<file path="config.mk">
export PLATFORM = sky130hd
export DESIGN_NAME = ctlreg_guard
export DESIGN_NICKNAME = d
export VERILOG_FILES = /design/src/rtl/ctlreg_pkg.sv /design/src/rtl/ctlreg_decode.sv /design/src/rtl/ctlreg_nvtimer.sv /design/src/rtl/ctlreg_protect.sv /design/src/rtl/ctlreg_guard.sv
export SDC_FILE = /design/constraint.sdc
export NUM_CORES = 1
export LEC_CHECK = 0
export BUFFER_PORTS_ARGS = -buffer_cell sky130_fd_sc_hd__buf_2
export CAP_MARGIN = 0
export CORE_MARGIN = 1
export CORE_UTILIZATION = 51
export DETAILED_ROUTE_END_ITERATION = 10
export PLACE_DENSITY_LB_ADDON = 0.15
export SYNTH_ARGS = -nofsm -noshare
export SYNTH_HDL_FRONTEND = slang
export SYNTH_SLANG_ARGS = --single-unit
export TNS_END_PERCENT = 20
</file>
<file path="constraint.sdc">
create_clock -name clk -period 2.8 [get_ports clk]
set_input_delay 0.28 -clock clk [delete_from_list [all_inputs] [get_ports clk]]
set_output_delay 0.28 -clock clk [all_outputs]
set_load 0.01 [all_outputs]
</file>
<file path="src/rtl/ctlreg_pkg.sv">
package ctlreg_pkg;

  typedef enum logic [2:0] {
    ACT_REJECT   = 3'd0,
    ACT_SET_WEL  = 3'd1,
    ACT_CLR_WEL  = 3'd2,
    ACT_SET_RWEL = 3'd3,
    ACT_COMMIT   = 3'd4,
    ACT_HOLD     = 3'd5
  } act_e;

  localparam logic [7:0] BYTE_WEL_ON  = 8'h02;
  localparam logic [7:0] BYTE_WEL_OFF = 8'h00;
  localparam logic [7:0] BYTE_UNLOCK  = 8'h06;

  // Top address (exclusive) of the protected range for a protect code.
  function automatic longint unsigned prot_limit(input int code,
                                                 input longint unsigned page,
                                                 input longint unsigned full);
    if (code == 3)      return full;
    else if (code >= 4) return page << (code - 4);
    else                return 0;
  endfunction

endpackage

</file>
<file path="src/rtl/ctlreg_decode.sv">
module ctlreg_decode
  import ctlreg_pkg::*;
(
  input  logic [7:0] data,
  input  logic       wel,
  input  logic       rwel,
  output act_e       act
);
  always_comb begin
    act = ACT_REJECT;
    if (!wel) begin
      if (data == BYTE_WEL_ON) act = ACT_SET_WEL;
    end else if (!rwel) begin
      case (data)
        BYTE_WEL_ON:  act = ACT_SET_WEL;
        BYTE_WEL_OFF: act = ACT_CLR_WEL;
        BYTE_UNLOCK:  act = ACT_SET_RWEL;
        default:      act = ACT_REJECT;
      endcase
    end else begin
      if (data[2:1] == 2'b01)      act = ACT_COMMIT;
      else if (data[2:1] == 2'b11) act = ACT_HOLD;
      else if (data == BYTE_WEL_OFF) act = ACT_CLR_WEL;
    end
  end
endmodule

</file>
<file path="src/rtl/ctlreg_nvtimer.sv">
module ctlreg_nvtimer #(
  parameter int NV_CYCLES = 500
) (
  input  logic clk,
  input  logic rst,
  input  logic load,
  output logic busy
);
  localparam int CW = $clog2(NV_CYCLES + 1);
  localparam logic [CW-1:0] LOADV = CW'(NV_CYCLES);

  logic [CW-1:0] cnt_q;

  always_ff @(posedge clk) begin
    if (rst)             cnt_q <= '0;
    else if (load)       cnt_q <= LOADV;
    else if (cnt_q != 0) cnt_q <= cnt_q - 1'b1;
  end

  assign busy = (cnt_q != 0);

  // the busy count never exceeds the programmed cycle length
  a_r7_cnt_bound: assert property (@(posedge clk) disable iff (rst)
    cnt_q <= LOADV);
endmodule

</file>
<file path="src/rtl/ctlreg_protect.sv">
module ctlreg_protect
  import ctlreg_pkg::*;
#(
  parameter int ADDR_W      = 16,
  parameter int ARRAY_BYTES = 4096,
  parameter int PAGE_BYTES  = 64
) (
  input  logic [ADDR_W-1:0] addr,
  input  logic [2:0]        code,
  output logic              hit
);
  localparam int LW = ADDR_W + 1;
  logic [7:0] hit_vec;

  for (genvar c = 0; c < 8; c++) begin : g_code
    localparam longint unsigned LIM = prot_limit(c, PAGE_BYTES, ARRAY_BYTES);
    localparam logic [LW-1:0]   LIMV = LW'(LIM);
    assign hit_vec[c] = ({1'b0, addr} < LIMV);
  end

  assign hit = hit_vec[code];
endmodule

</file>
<file path="src/rtl/ctlreg_guard.sv">
module ctlreg_guard
  import ctlreg_pkg::*;
#(
  parameter int              ADDR_W      = 16,
  parameter logic [ADDR_W-1:0] REG_ADDR  = '1,
  parameter int              ARRAY_BYTES = 4096,
  parameter int              PAGE_BYTES  = 64,
  parameter int              NV_CYCLES   = 500
) (
  input  logic              clk,
  input  logic              rst,
  input  logic              start_evt,
  input  logic              stop_evt,
  input  logic              wr_evt,
  input  logic [ADDR_W-1:0] wr_addr,
  input  logic [7:0]        wr_data,
  input  logic              wp_pin,
  output logic [7:0]        ctl_reg,
  output logic              ack_vld,
  output logic              ack,
  output logic              busy,
  output logic              arr_wr_ok
);
  // architectural state
  logic       wel_q, rwel_q, wpen_q;
  logic [1:0] wd_q;
  logic [2:0] bp_q;
  // transaction tracking
  logic       seen_q, abort_q, pend_v_q;
  act_e       pend_act_q;
  logic [7:0] pend_d_q;

  act_e dec_act;
  logic prot_hit, is_reg, hw_lock, commit_now;

  ctlreg_decode u_dec (
    .data (wr_data),
    .wel  (wel_q),
    .rwel (rwel_q),
    .act  (dec_act)
  );

  ctlreg_protect #(
    .ADDR_W      (ADDR_W),
    .ARRAY_BYTES (ARRAY_BYTES),
    .PAGE_BYTES  (PAGE_BYTES)
  ) u_prot (
    .addr (wr_addr),
    .code (bp_q),
    .hit  (prot_hit)
  );

  assign is_reg     = (wr_addr == REG_ADDR);
  assign hw_lock    = wp_pin & wpen_q;
  assign commit_now = stop_evt & !start_evt & pend_v_q & !abort_q &
                      (pend_act_q == ACT_COMMIT);

  ctlreg_nvtimer #(.NV_CYCLES(NV_CYCLES)) u_nv (
    .clk  (clk),
    .rst  (rst),
    .load (commit_now),
    .busy (busy)
  );

  always_ff @(posedge clk) begin
    if (rst) begin
      wel_q      <= 1'b0;
      rwel_q     <= 1'b0;
      wpen_q     <= 1'b0;
      wd_q       <= 2'b11;
      bp_q       <= 3'b000;
      seen_q     <= 1'b0;
      abort_q    <= 1'b0;
      pend_v_q   <= 1'b0;
      pend_act_q <= ACT_REJECT;
      pend_d_q   <= 8'h00;
      ack_vld    <= 1'b0;
      ack        <= 1'b0;
      arr_wr_ok  <= 1'b0;
    end else begin
      ack_vld   <= 1'b0;
      ack       <= 1'b0;
      arr_wr_ok <= 1'b0;
      if (start_evt) begin
        seen_q   <= 1'b0;
        abort_q  <= 1'b0;
        pend_v_q <= 1'b0;
      end else if (stop_evt) begin
        if (pend_v_q && !abort_q) begin
          case (pend_act_q)
            ACT_SET_WEL:  wel_q <= 1'b1;
            ACT_CLR_WEL:  wel_q <= 1'b0;
            ACT_SET_RWEL: begin
              wel_q  <= 1'b1;
              rwel_q <= 1'b1;
            end
            ACT_COMMIT: begin
              wd_q   <= pend_d_q[6:5];
              rwel_q <= 1'b0;
              if (!hw_lock) begin
                wpen_q <= pend_d_q[7];
                bp_q   <= {pend_d_q[0], pend_d_q[4:3]};
              end
            end
            default: ;
          endcase
        end
        seen_q   <= 1'b0;
        abort_q  <= 1'b0;
        pend_v_q <= 1'b0;
      end else if (wr_evt) begin
        ack_vld <= 1'b1;
        seen_q  <= 1'b1;
        if (is_reg) begin
          if (busy || seen_q) begin
            abort_q  <= 1'b1;
            pend_v_q <= 1'b0;
          end else if (dec_act != ACT_REJECT) begin
            ack        <= 1'b1;
            pend_v_q   <= 1'b1;
            pend_act_q <= dec_act;
            pend_d_q   <= wr_data;
          end
        end else if (!busy && wel_q) begin
          if (prot_hit) begin
            rwel_q <= 1'b0;
          end else begin
            ack       <= 1'b1;
            arr_wr_ok <= 1'b1;
          end
        end
      end
    end
  end

  assign ctl_reg = {wpen_q, wd_q, bp_q[1:0], rwel_q, wel_q, bp_q[2]};

  // without the write-enable latch only the 02h register byte can be acked
  a_r2_locked_nack: assert property (@(posedge clk) disable iff (rst)
    (wr_evt && !start_evt && !stop_evt && !wel_q &&
     !(is_reg && wr_data == BYTE_WEL_ON)) |=> (ack_vld && !ack && !arr_wr_ok));

  // every byte during the nonvolatile cycle is nacked
  a_r7_busy_nack: assert property (@(posedge clk) disable iff (rst)
    (wr_evt && !start_evt && !stop_evt && busy) |=> (ack_vld && !ack));

  // nonvolatile fields move only when a stop is seen
  a_r4_fields_at_stop: assert property (@(posedge clk) disable iff (rst)
    !stop_evt |=> $stable({wpen_q, wd_q, bp_q}));

  // the register-write latch can only rise at a stop
  a_r3_rwel_rise_at_stop: assert property (@(posedge clk) disable iff (rst)
    $rose(rwel_q) |-> $past(stop_evt));

  // hardware lock freezes protect code and enable bit
  a_r11_hw_lock: assert property (@(posedge clk) disable iff (rst)
    (stop_evt && wp_pin && wpen_q) |=> ($stable(bp_q) && wpen_q));

  // a byte inside the protected range never yields a permit
  a_r9_no_permit_in_range: assert property (@(posedge clk) disable iff (rst)
    (wr_evt && !start_evt && !stop_evt && !is_reg && prot_hit) |=> !arr_wr_ok);

  // the ack decision appears exactly one cycle after a byte
  a_r12_ack_timing: assert property (@(posedge clk) disable iff (rst)
    ack_vld |-> $past(wr_evt));
endmodule

</file>
Word level (Yosys, flattened, before mapping)
Cells that the tools add are included.
Word-level totals
  flip-flop bits (word level): 34
  output and inout bits: 12
  logic and storage cells: 98
Cells by class
  add/sub/neg operators: 1
  magnitude comparators: 6
  eq/ne operators: 12
  multiplexer cells: 27
  bitwise logic cells: 10
  reductions and logical operators: 27
Operator list (number)
  $mux W9: 2
  $eq A16 B16 Y1 const B: 1
  $lt A16 B10 Y1 const B: 1
  $lt A16 B13 Y1 const B: 1
  $lt A16 B7 Y1 const B: 1
  $lt A16 B8 Y1 const B: 1
  $lt A16 B9 Y1 const B: 1
  $mux W1: 16
  $mux W3: 4
  $reduce_bool A2 Y1: 6
  $reduce_bool A9 Y1: 1
  $sub A9 B1 Y9 const B: 1
  $eq A8 B2 Y1 const B: 1
  $eq A8 B3 Y1 const B: 1
  $logic_not A8 Y1: 1
  $reduce_and A4 Y1: 2
  $reduce_and A7 Y1: 1
  $eq A3 B2 Y1 const B: 2
  $pmux W2 S3: 1
  $reduce_and A3 Y1: 2
  $reduce_and A6 Y1: 1
  $and A1 B1 Y1: 5
  $not A1 Y1: 5
  $reduce_and A5 Y1: 1
  other kinds (19): 24

Depth between registers and ports, before layout
Gate-level depths: netlist of run 1.
  depth in word-level cells: 10
  mapped depth: 8
  depth with buffers taken out: 7

Hierarchy
Synthesis of run 1 repeated with hierarchy kept, for this count alone.
Second synthesis, totals
  cells, all modules: 179
  area, all modules: 1689.1 um2
Modules (own cells, without submodules)
  ctlreg_guard: times used 1, cells each 107, area an instance 1079.8 um2, sequential area each 460.4 um2
  ctlreg_nvtimer: times used 1, cells each 52, area an instance 481.7 um2, sequential area each 180.2 um2
  ctlreg_decode: times used 1, cells each 11, area an instance 72.6 um2, sequential area each 0.0 um2
  ctlreg_protect: times used 1, cells each 9, area an instance 55.1 um2, sequential area each 0.0 um2

Worst setup path after synthesis of run 1
No wires, ideal clock.
  path kind: register to register
  from: reg u_nv.cnt_q[3]
  to: reg pend_act_q[0]
  arrival: 2.299 ns
  data required time: 2.728 ns
  setup slack: 0.430 ns
  stages on the path, launching flop included: 7
  period minus slack after synthesis: 2.370 ns
  cells stage by stage: dfxtp_1 > or4_4 > or4_4 > or4_1 > nor3_2 > buf_6 > mux2i_1
On the way
  cells in the longest elaborated chain, start to end: 4
RTL lines
  start, declared: RTL line ctlreg_nvtimer.sv:12  | logic [CW-1:0] cnt_q;
  start signal, assigned: RTL line ctlreg_nvtimer.sv:17  | else if (cnt_q != 0) cnt_q <= cnt_q - 1'b1;
  $reduce_bool A9 Y1: RTL line ctlreg_nvtimer.sv:20  | assign busy = (cnt_q != 0);
  $logic_or A1 B1 Y1: RTL line ctlreg_guard.sv:115  | if (busy || seen_q) begin
  $not A1 Y1 (no line)
  $reduce_and A6 Y1 (no line)
  end signal, assigned: RTL line ctlreg_guard.sv:121  | pend_act_q <= dec_act;
  end, declared: RTL line ctlreg_guard.sv:30  | act_e pend_act_q;
No other way between the ends.
A chain may end at the register's enable or synchronous reset.

Worst setup path in the final report of run 1
  from: reg u_nv.cnt_q[3]
  to: reg pend_d_q[5]
On the way
  cells in the longest elaborated chain, start to end: 4
RTL lines
  $reduce_bool A9 Y1: RTL line ctlreg_nvtimer.sv:20
  $logic_or A1 B1 Y1: RTL line ctlreg_guard.sv:115
  $not A1 Y1 (no line)
  $reduce_and A6 Y1 (no line)
  end signal, assigned: RTL line ctlreg_guard.sv:122  | pend_d_q <= wr_data;
  end, declared: RTL line ctlreg_guard.sv:31  | logic [7:0] pend_d_q;
No other way between the ends.

==> impl_metrics.tcl, run 1 <==
set metrics [dict create \
    cts_buffers 5 \
    design.core.area_mm2 0.00283 \
    dp_hpwl_um 2570 \
    drt_iter0_drc 64 \
    clockBufferDepth 2 \
    h-tree-depth 2 \
    grt_pass1_vias 1302 \
    gp_congestion 0.822 \
    ys_ff_latch 32 \
    cp-endpoint "pend_d_q[5]" \
    insertedDiodeCount 0 \
    cp_max_fo 10 \
    wl_per_cell_um 13.0 \
    overflow 0 \
    cp_cell_sequence "or4_4 -> or4_4 -> or4_1 -> nor3_2 -> buf_4 -> mux2i_1" \
    synth_top_area_cell "dfxtp_1" \
    multi_input_area_um2 848 \
    dp.cells 249 \
    cpMostUsedCell "or4_4" \
    antenna_left 0 \
    cts_hold_buffers 0 \
    die_area_mm2 0.00329 \
    io_pins 42 \
    timing.rr.end "pend_d_q[5]" \
    status "finished with violations" \
    finalSetupTns_ps 0 \
    required_ps 3070 \
    die-height_um 57.4 \
    power.leakage_uw 0.000788 \
    cp-end-kind "register" \
    worstPathArrival_ps 2820 \
    worstRegToRegCells 6 \
    startpoint_type "register" \
    worst_pin_slew_ps 566 \
    p_per_area_mw_per_mm2 653 \
    hp-class "in2reg" \
    port_buffers 41 \
    cts_setup_buffers 0 \
    async_reset_ff_share_pct 0 \
    clk_pin_slew_ps 100 \
    initial_utilization_pct 55.3 \
    violations "design-rule violations" \
    wirelength_um 3350 \
    cp_num_cells 6 \
    via_per_inst 5.55 \
    yosys.area.top_type_share_pct 41.0 \
    fp-row-count 19 \
    fmax_mhz 393 \
    synth_fp_nets 216 \
    peakVddDrop_uv 456 \
    insertion_delay_ps 340 \
    fin_cells 257 \
    setup_viol 0 \
    vias 1426 \
    clock_skew_ps 11.7 \
    postCtsResizedCells 0 \
    grt_max_degree 22 \
    final_nets 257 \
    cts_tree "built" \
    dr.pass1.iters 7 \
    postSynthAreaPerCell_um2 8.50 \
    cts-root-buf "clkbuf_4" \
    maxCapViolations 0 \
    hold-worst-slack_ps 186 \
    post-route-drc-count 5 \
    r2r_slack_ps 260 \
    relSlewSlack_pct 62.3 \
    seq_area_um2 641 \
    critical-path-top-delay-family "simple AND/OR/NAND/NOR gates" \
    synth_common_cells "32 x dfxtp_1, 32 x nand2_1, 14 x nor2_1" \
    period_share_pct 90.9 \
    period_needed_ps 2540 \
    synth_cells 184 \
    syn2layout_area_growth_pct 17.4 \
    synth-edff-count 0 \
    crit_path_max_incr_delay_ps 550 \
    antenna_found_initial 0 \
    ys_types 42 \
    fillerInstances 251 \
    criticalPathCategory "reg2reg" \
    grt_pass1_wl_um 5730 \
    ys_top_cells_by_area "dfxtp_1 41%, mux2i_1 8.3%, nand2_1 7.7%, nor2_1 3.4%, a21oi_1 3.2%" \
    die_width_um 57.4 \
    drive_gt1_share_pct 24.3 \
    rsz0062_at_grt "false" \
    startpoint "u_nv.cnt_q[3]" \
    ys_seq_area_share_pct 41.0 \
    r2r_start "u_nv.cnt_q[3]" \
    critPathBufInv 1 \
    yosysWarnings 0 \
    drv_slew 0 \
    hold_viol_final 0 \
    netlist_area_mm2 0.00156 \
    grtUsageTotal_pct 22.8 \
    cts.sinks 32 \
    synthFlopType "dfxtp_1" \
    cp_slowest_cell "or4_4" \
]
## worst register-to-register path: stages (launching register included)
cell and delay [ps]:
dfxtp_1 350, or4_4 550, or4_4 500, or4_1 440, nor3_2 190, buf_4 230
mux2i_1 220
## routing by layer
metal	track usage [%]	routed length, um
met3	6.80	189
met2	37.2	1510
met4	8.36	49
met1	28.3	1610
met5	0	0
## state kept, by name (all words and copies together) (netlist names), 2 cells and up
name / count
bp_q: 3
pend_act_q: 3
pend_d_q: 6
u_nv.cnt_q: 9
wd_q: 2
## through the flow
| stage | utilization [%] | cell area, um^2 | worst slack, ps | total power (uW) |
|---|---|---|---|---|
| after floorplan | - | 1560 | 430 | 824 |
| after global placement | 62.7 | 1770 | 355 | 909 |
| after detailed placement | 62.7 | 1770 | 273 | 923 |
| after CTS | 64.9 | 1840 | 247 | 1200 |
| after global routing | 64.9 | 1840 | 175 | 1280 |
| final | 64.9 | 1840 | 256 | 1200 |
## cell families after synthesis
kind of cell               after synthesis  synth area share [%]
muxes                                   13                  8.32
and+or+nand+nor                         89                  29.7
xor gates and xnor gates                 6                  3.36
adders and majority gates                3                  2.24
buffers and inverters                   15                  4.80
DFF                                     32                  41.0
AOI/OAI and AO/OA                       26                  10.6
## layout make-up
| cell class | count | area share [%] |
|---|---|---|
| inverters | 5 | 1.02 |
| clock buffers | 7 | 3.00 |
| repair buffers | 44 | 12.4 |
| well taps | 31 | 2.11 |
| multi-input cells | 137 | 46.2 |
| clock inverters | 1 | 0.409 |
| flip-flops and latches | 32 | 34.9 |
## layout by cell type (no fill, tap or decap), drive strengths merged, types with 2 or more instances in the layout
cell type,n
nand2,32
xor2,5
nor2b,3
clkbuf,7
buf,44
o21ai,3
nand2b,2
nand3,4
nand3b,5
ha,2
a21oi,10
and3,3
nor3,7
nor2,14
a21o,2
nand4,5
inv,5
o21a,2
or4,4
mux2i,13
or3,2
nor4,2
dfxtp,32
o21bai,2
## power by group
part	internal (uW)	switching, uW	leakage (uW)
clock	123	162	0.0000315
combinational	180	195	0.000497
sequential	503	38.4	0.000260
total	805	395	0.000788
## worst min-delay path by stage
| stage | startpoint | end | slack, ps | depth (start not counted) |
|---|---|---|---|---|
| after floorplan | wr_evt | seen_q | 390 | 1 |
| after global placement | abort_q | abort_q | 440 | 1 |
| after detailed placement | abort_q | abort_q | 450 | 1 |
| after CTS | wr_data[7] | pend_d_q[7] | 180 | 3 |
| after global routing | wr_data[6] | pend_d_q[6] | 180 | 3 |
| final | wr_data[4] | pend_d_q[4] | 190 | 3 |
Note: power is estimated with default switching activity, not from simulation.
==> run 2, diff against run 1 <==
CORE_UTILIZATION = 55   (was 51)
clock period = 3.13 ns   (was 2.8 ns; I/O delays follow)
==> run 2 against run 1 <==
The flow now finishes without violations. Maximum frequency fell by 2.5%. Flip-flop and latch count did not move. Global-route usage rose by 0.71 points. Sequential power fell by 10%. Clock power fell by 9.8%. Critical path depth did not move. Total power fell by 10%. Sequential share of layout area rose by 0.12 points.
==> impl_metrics.tcl, run 2 (synthesized netlist as in run 1, its figures left out) <==
set metrics [dict create \
    maxCapViolations 0 \
    vias 1411 \
    io_pins 42 \
    wl_met2_um 1530 \
    status "finished, final reports clean" \
    die_area_mm2 0.00306 \
    cp_max_fo 13 \
    cpMostUsedCell "or4_4" \
    gp_congestion 0.864 \
    crit_path_max_incr_delay_ps 590 \
    setup_viol 0 \
    post-route-drc-count 0 \
    insertion_delay_ps 330 \
    fp-row-count 18 \
    port_buffers 41 \
    fillerInstances 224 \
    critical-path-top-delay-family "simple AND/OR/NAND/NOR gates" \
    overflow 0 \
    grt_max_degree 22 \
    worstPathArrival_ps 2870 \
    cts_setup_buffers 0 \
    final_common_cell "buf_2" \
    cts-root-buf "clkbuf_4" \
    drt-met1-wl_um 1590 \
    cp_slowest_cell "or4_4" \
    cts_tree "built" \
    rsz0062_at_grt "false" \
    cts_buffers 5 \
    final_util_pct 70.7 \
    setup_slack_ps 520 \
    antenna_found_initial 0 \
    largest_register_ffs 9 \
    cts_hold_buffers 0 \
    clockBufferDepth 2 \
    drv_slew 0 \
    required_ps 3390 \
    cp-end-kind "register" \
    startpoint_type "register" \
    dr_wl_met3_um 186 \
    worst_pin_slew_ps 542 \
    antenna_left 0 \
    grt_pass1_wl_um 5720 \
    postCtsResizedCells 0 \
    top_layer "met4" \
    preCtsSetupSlack_ps 565 \
    final_cell_mix "41 x buf_2, 32 x nand2_1, 32 x dfxtp_1, 14 x nor2_1, 13 x mux2i_1" \
    initial_utilization_pct 60.4 \
    criticalPathCategory "reg2reg" \
    die-height_um 55.3 \
    hp-class "in2reg" \
    wl_per_cell_um 13.2 \
    final_nets 256 \
    regMostFlops "u_nv.cnt_q" \
    design.core.area_mm2 0.00259 \
    clk_pin_slew_ps 90 \
    p_per_area_mw_per_mm2 588 \
    reg_top3 "u_nv.cnt_q (9), pend_d_q (6)" \
    cp_cell_sequence "or4_4 -> or4_4 -> or4_1 -> nor3_2 -> buf_4 -> mux2i_1" \
    finalSetupTns_ps 0 \
    cts.sinks 32 \
    grt_pass1_vias 1304 \
    die_width_um 55.3 \
    via_per_inst 5.56 \
    drive_gt1_share_pct 24.1 \
    peakVddDrop_uv 525 \
    dp_hpwl_um 2490 \
    hold_viol_final 0 \
    relSlewSlack_pct 63.9 \
    critPathBufInv 1 \
    fmax_mhz 383 \
    drt_iter0_drc 31 \
    wirelength_um 3350 \
    syn2layout_area_growth_pct 17.0 \
    power.leakage_uw 0.000790 \
    insertedDiodeCount 0 \
    period_needed_ps 2610 \
    clock_skew_ps 6.92 \
    dr.pass1.iters 4 \
    h-tree-depth 2 \
    period_share_pct 83.4 \
    grtUsageTotal_pct 23.5 \
]
run 2: final cells by class:
class	instances	area (um^2)	share of cell area, %
repair buffers	43	220	12.0
clock buffers	7	65.1	3.55
flip-flops and latches	32	641	35.0
multi-input cells	137	848	46.3
well taps	30	37.5	2.05
inverters	5	18.8	1.03
run 2: report_power, final:
group	internal (uW)	switching [uW]
logic	153	181
clock network	127	130
registers	450	35.7
total	730	346
run 2: per-layer routing:
metal	vias to the layer above	GRT usage, %
met5	-	0
met4	0	7.86
met3	5	6.79
met2	50	38.9
met1	630	29.1
li1	726	-
run 2: through the flow:
step / hold slack, ps / cells / power (uW) / area, um^2
floorplan: 423 / 184 / 737 / 1560
global placement: 441 / 247 / 795 / 1770
detailed placement: 451 / 247 / 816 / 1770
CTS: 232 / 254 / 1080 / 1830
global route: 245 / 254 / 1140 / 1830
finish: 244 / 254 / 1080 / 1830
run 2: path summary, 6_finish.rpt:
check | depth (start not counted) | slack, ps | to | startpoint
setup / recovery | 6 | 520 | pend_d_q[6] | u_nv.cnt_q[3]
hold / removal | 3 | 240 | pend_d_q[5] | wr_data[5]
setup reg to reg | 6 | 520 | pend_d_q[6] | u_nv.cnt_q[3]
hold reg to reg | 2 | 460 | pend_d_q[3] | pend_d_q[3]
run 2: worst min-delay path: stages:
cell and delay (ps):
buf_2 100, nand2_1 50, mux2i_1 60
==> run 3, diff against run 2 <==
CORE_UTILIZATION = 51   (was 55)
clock period = 2.69 ns   (was 3.13 ns; I/O delays follow)
==> run 3 against run 2 <==
Highest routed layer unchanged. Flip-flop and latch count unchanged. The flow now finishes with violations (design-rule violations). Die area grew 7.5%. Clock-buffer cell count grew 1. Core utilization shrank 5.9 points.
==> impl_metrics.tcl, run 3 (synthesized netlist as in run 1, its figures left out) <==
set metrics [dict create \
    largest_register_ffs 9 \
    dp_hpwl_um 2700 \
    hold_viol_final 0 \
    startpoint_type "register" \
    cts_tree "built" \
    power.leakage_uw 0.000789 \
    p_int_uw 840 \
    hold-worst-slack_ps 187 \
    hp-class "in2reg" \
    peakVddDrop_uv 348 \
    cp_cell_sequence "or4_4 -> or4_4 -> or4_1 -> nor3_2 -> buf_4 -> mux2i_1" \
    period_share_pct 95.7 \
    cts_setup_buffers 0 \
    multi_input_area_um2 848 \
    cp-end-kind "register" \
    dr.pass1.iters 7 \
    reg_top3 "u_nv.cnt_q (9), pend_d_q (6)" \
    cts.sinks 32 \
    critPathBufInv 1 \
    seq_area_um2 641 \
    seq_power_share_pct 45.0 \
    grt_pass1_vias 1365 \
    die-height_um 57.4 \
    gp_congestion 0.826 \
    grt_max_degree 22 \
    clockBufferDepth 2 \
    design.core.area_mm2 0.00283 \
    grtUsageTotal_pct 23.8 \
    via_per_inst 5.64 \
    port_buffers 41 \
    die_area_mm2 0.00329 \
    wirelength_um 3550 \
    placed_cell_area_mm2 0.00177 \
    drt_iter0_drc 77 \
    final_common_cell "buf_2" \
    post-route-drc-count 5 \
    criticalPathCategory "reg2reg" \
    cts_buffers 5 \
    finalSetupTns_ps 0 \
    period_needed_ps 2570 \
    maxCapViolations 0 \
    p_per_area_mw_per_mm2 683 \
    regMostFlops "u_nv.cnt_q" \
    p_comb_share_pct 31.9 \
    grt_pass1_wl_um 5900 \
    final_util_pct 64.8 \
    fmax_mhz 388 \
    wl_per_cell_um 13.8 \
    cpMostUsedCell "or4_4" \
    insertedDiodeCount 0 \
    setup_slack_ps 115 \
    crit_path_max_incr_delay_ps 550 \
    drive_gt1_share_pct 23.9 \
    cp_slowest_cell "or4_4" \
    design_area_mm2 0.00183 \
    final_nets 257 \
    relSlewSlack_pct 62.2 \
    antenna_left 0 \
    antenna_found_initial 0 \
    critical-path-top-delay-family "simple AND/OR/NAND/NOR gates" \
    setup_viol 0 \
    drv_slew 0 \
    postCtsResizedCells 0 \
    overflow 0 \
    preCtsSetupSlack_ps 153 \
    die_width_um 57.4 \
    p_sw_uw 412 \
    fillerInstances 271 \
    final_cell_mix "41 x buf_2, 32 x nand2_1, 32 x dfxtp_1, 14 x nor2_1, 13 x mux2i_1" \
    violations "design-rule violations" \
    fp-row-count 19 \
    cts-root-buf "clkbuf_4" \
    clk_pin_slew_ps 90 \
    syn2layout_area_growth_pct 17.2 \
    insertion_delay_ps 330 \
    worstPathArrival_ps 2830 \
    swShare_pct 32.9 \
    worst_pin_slew_ps 567 \
    cp_max_fo 10 \
    cts_hold_buffers 0 \
    rsz0062_at_grt "false" \
    clock_skew_ps 5.25 \
    required_ps 2950 \
    vias 1449 \
    io_pins 42 \
    h-tree-depth 2 \
    status "finished with violations" \
    initial_utilization_pct 55.3 \
    power_frac_clock_pct 23.0 \
]
[run 3: final timing paths]
path         slack [ps]  cells after the start           from           to
min reg2reg         470                      2        wd_q[0]      wd_q[0]
min                 190                      3     wr_data[7]  pend_d_q[7]
max                 120                      6  u_nv.cnt_q[3]  pend_d_q[5]
max reg2reg         120                      6  u_nv.cnt_q[3]  pend_d_q[5]
[run 3: routing by layer]
metal  part of all wire [%]  vias to the layer above  track usage (%)
li1                       -                      729                -
met5                      0                        -                0
met1                     45                      663             28.3
met3                    6.2                        6             8.16
met2                     48                       51             39.4
met4                    1.1                        0             9.41
[run 3: final cells by class]
class,instances,share of cell area [%]
Sequential cell,32,34.9
Inverter,5,1.02
Clock buffer,8,3.21
Tap cell,31,2.12
Multi-Input combinational cell,137,46.3
Timing Repair Buffer,44,12.4
[run 3: stage by stage]
stage / power [uW] / std cells
finish: 1250 / 257
global route: 1340 / 257
CTS: 1250 / 257
detailed placement: 966 / 249
global placement: 946 / 249
floorplan: 858 / 184
[run 3: worst register-to-register path, stage by stage, from the launching register on]
cell and delay, ps:
dfxtp_1 350, or4_4 550, or4_4 490, or4_1 430, nor3_2 210, buf_4 240, mux2i_1 230
[run 3: power by group through the flow]
stage                     Sequential (uW)  Combinational, uW  Clock [uW]
final                                 564                400         289
after detailed placement              573                393           0
after global routing                  571                452         318
after global placement                571                376           0
after CTS                             564                399         291
after floorplan                       565                293           0
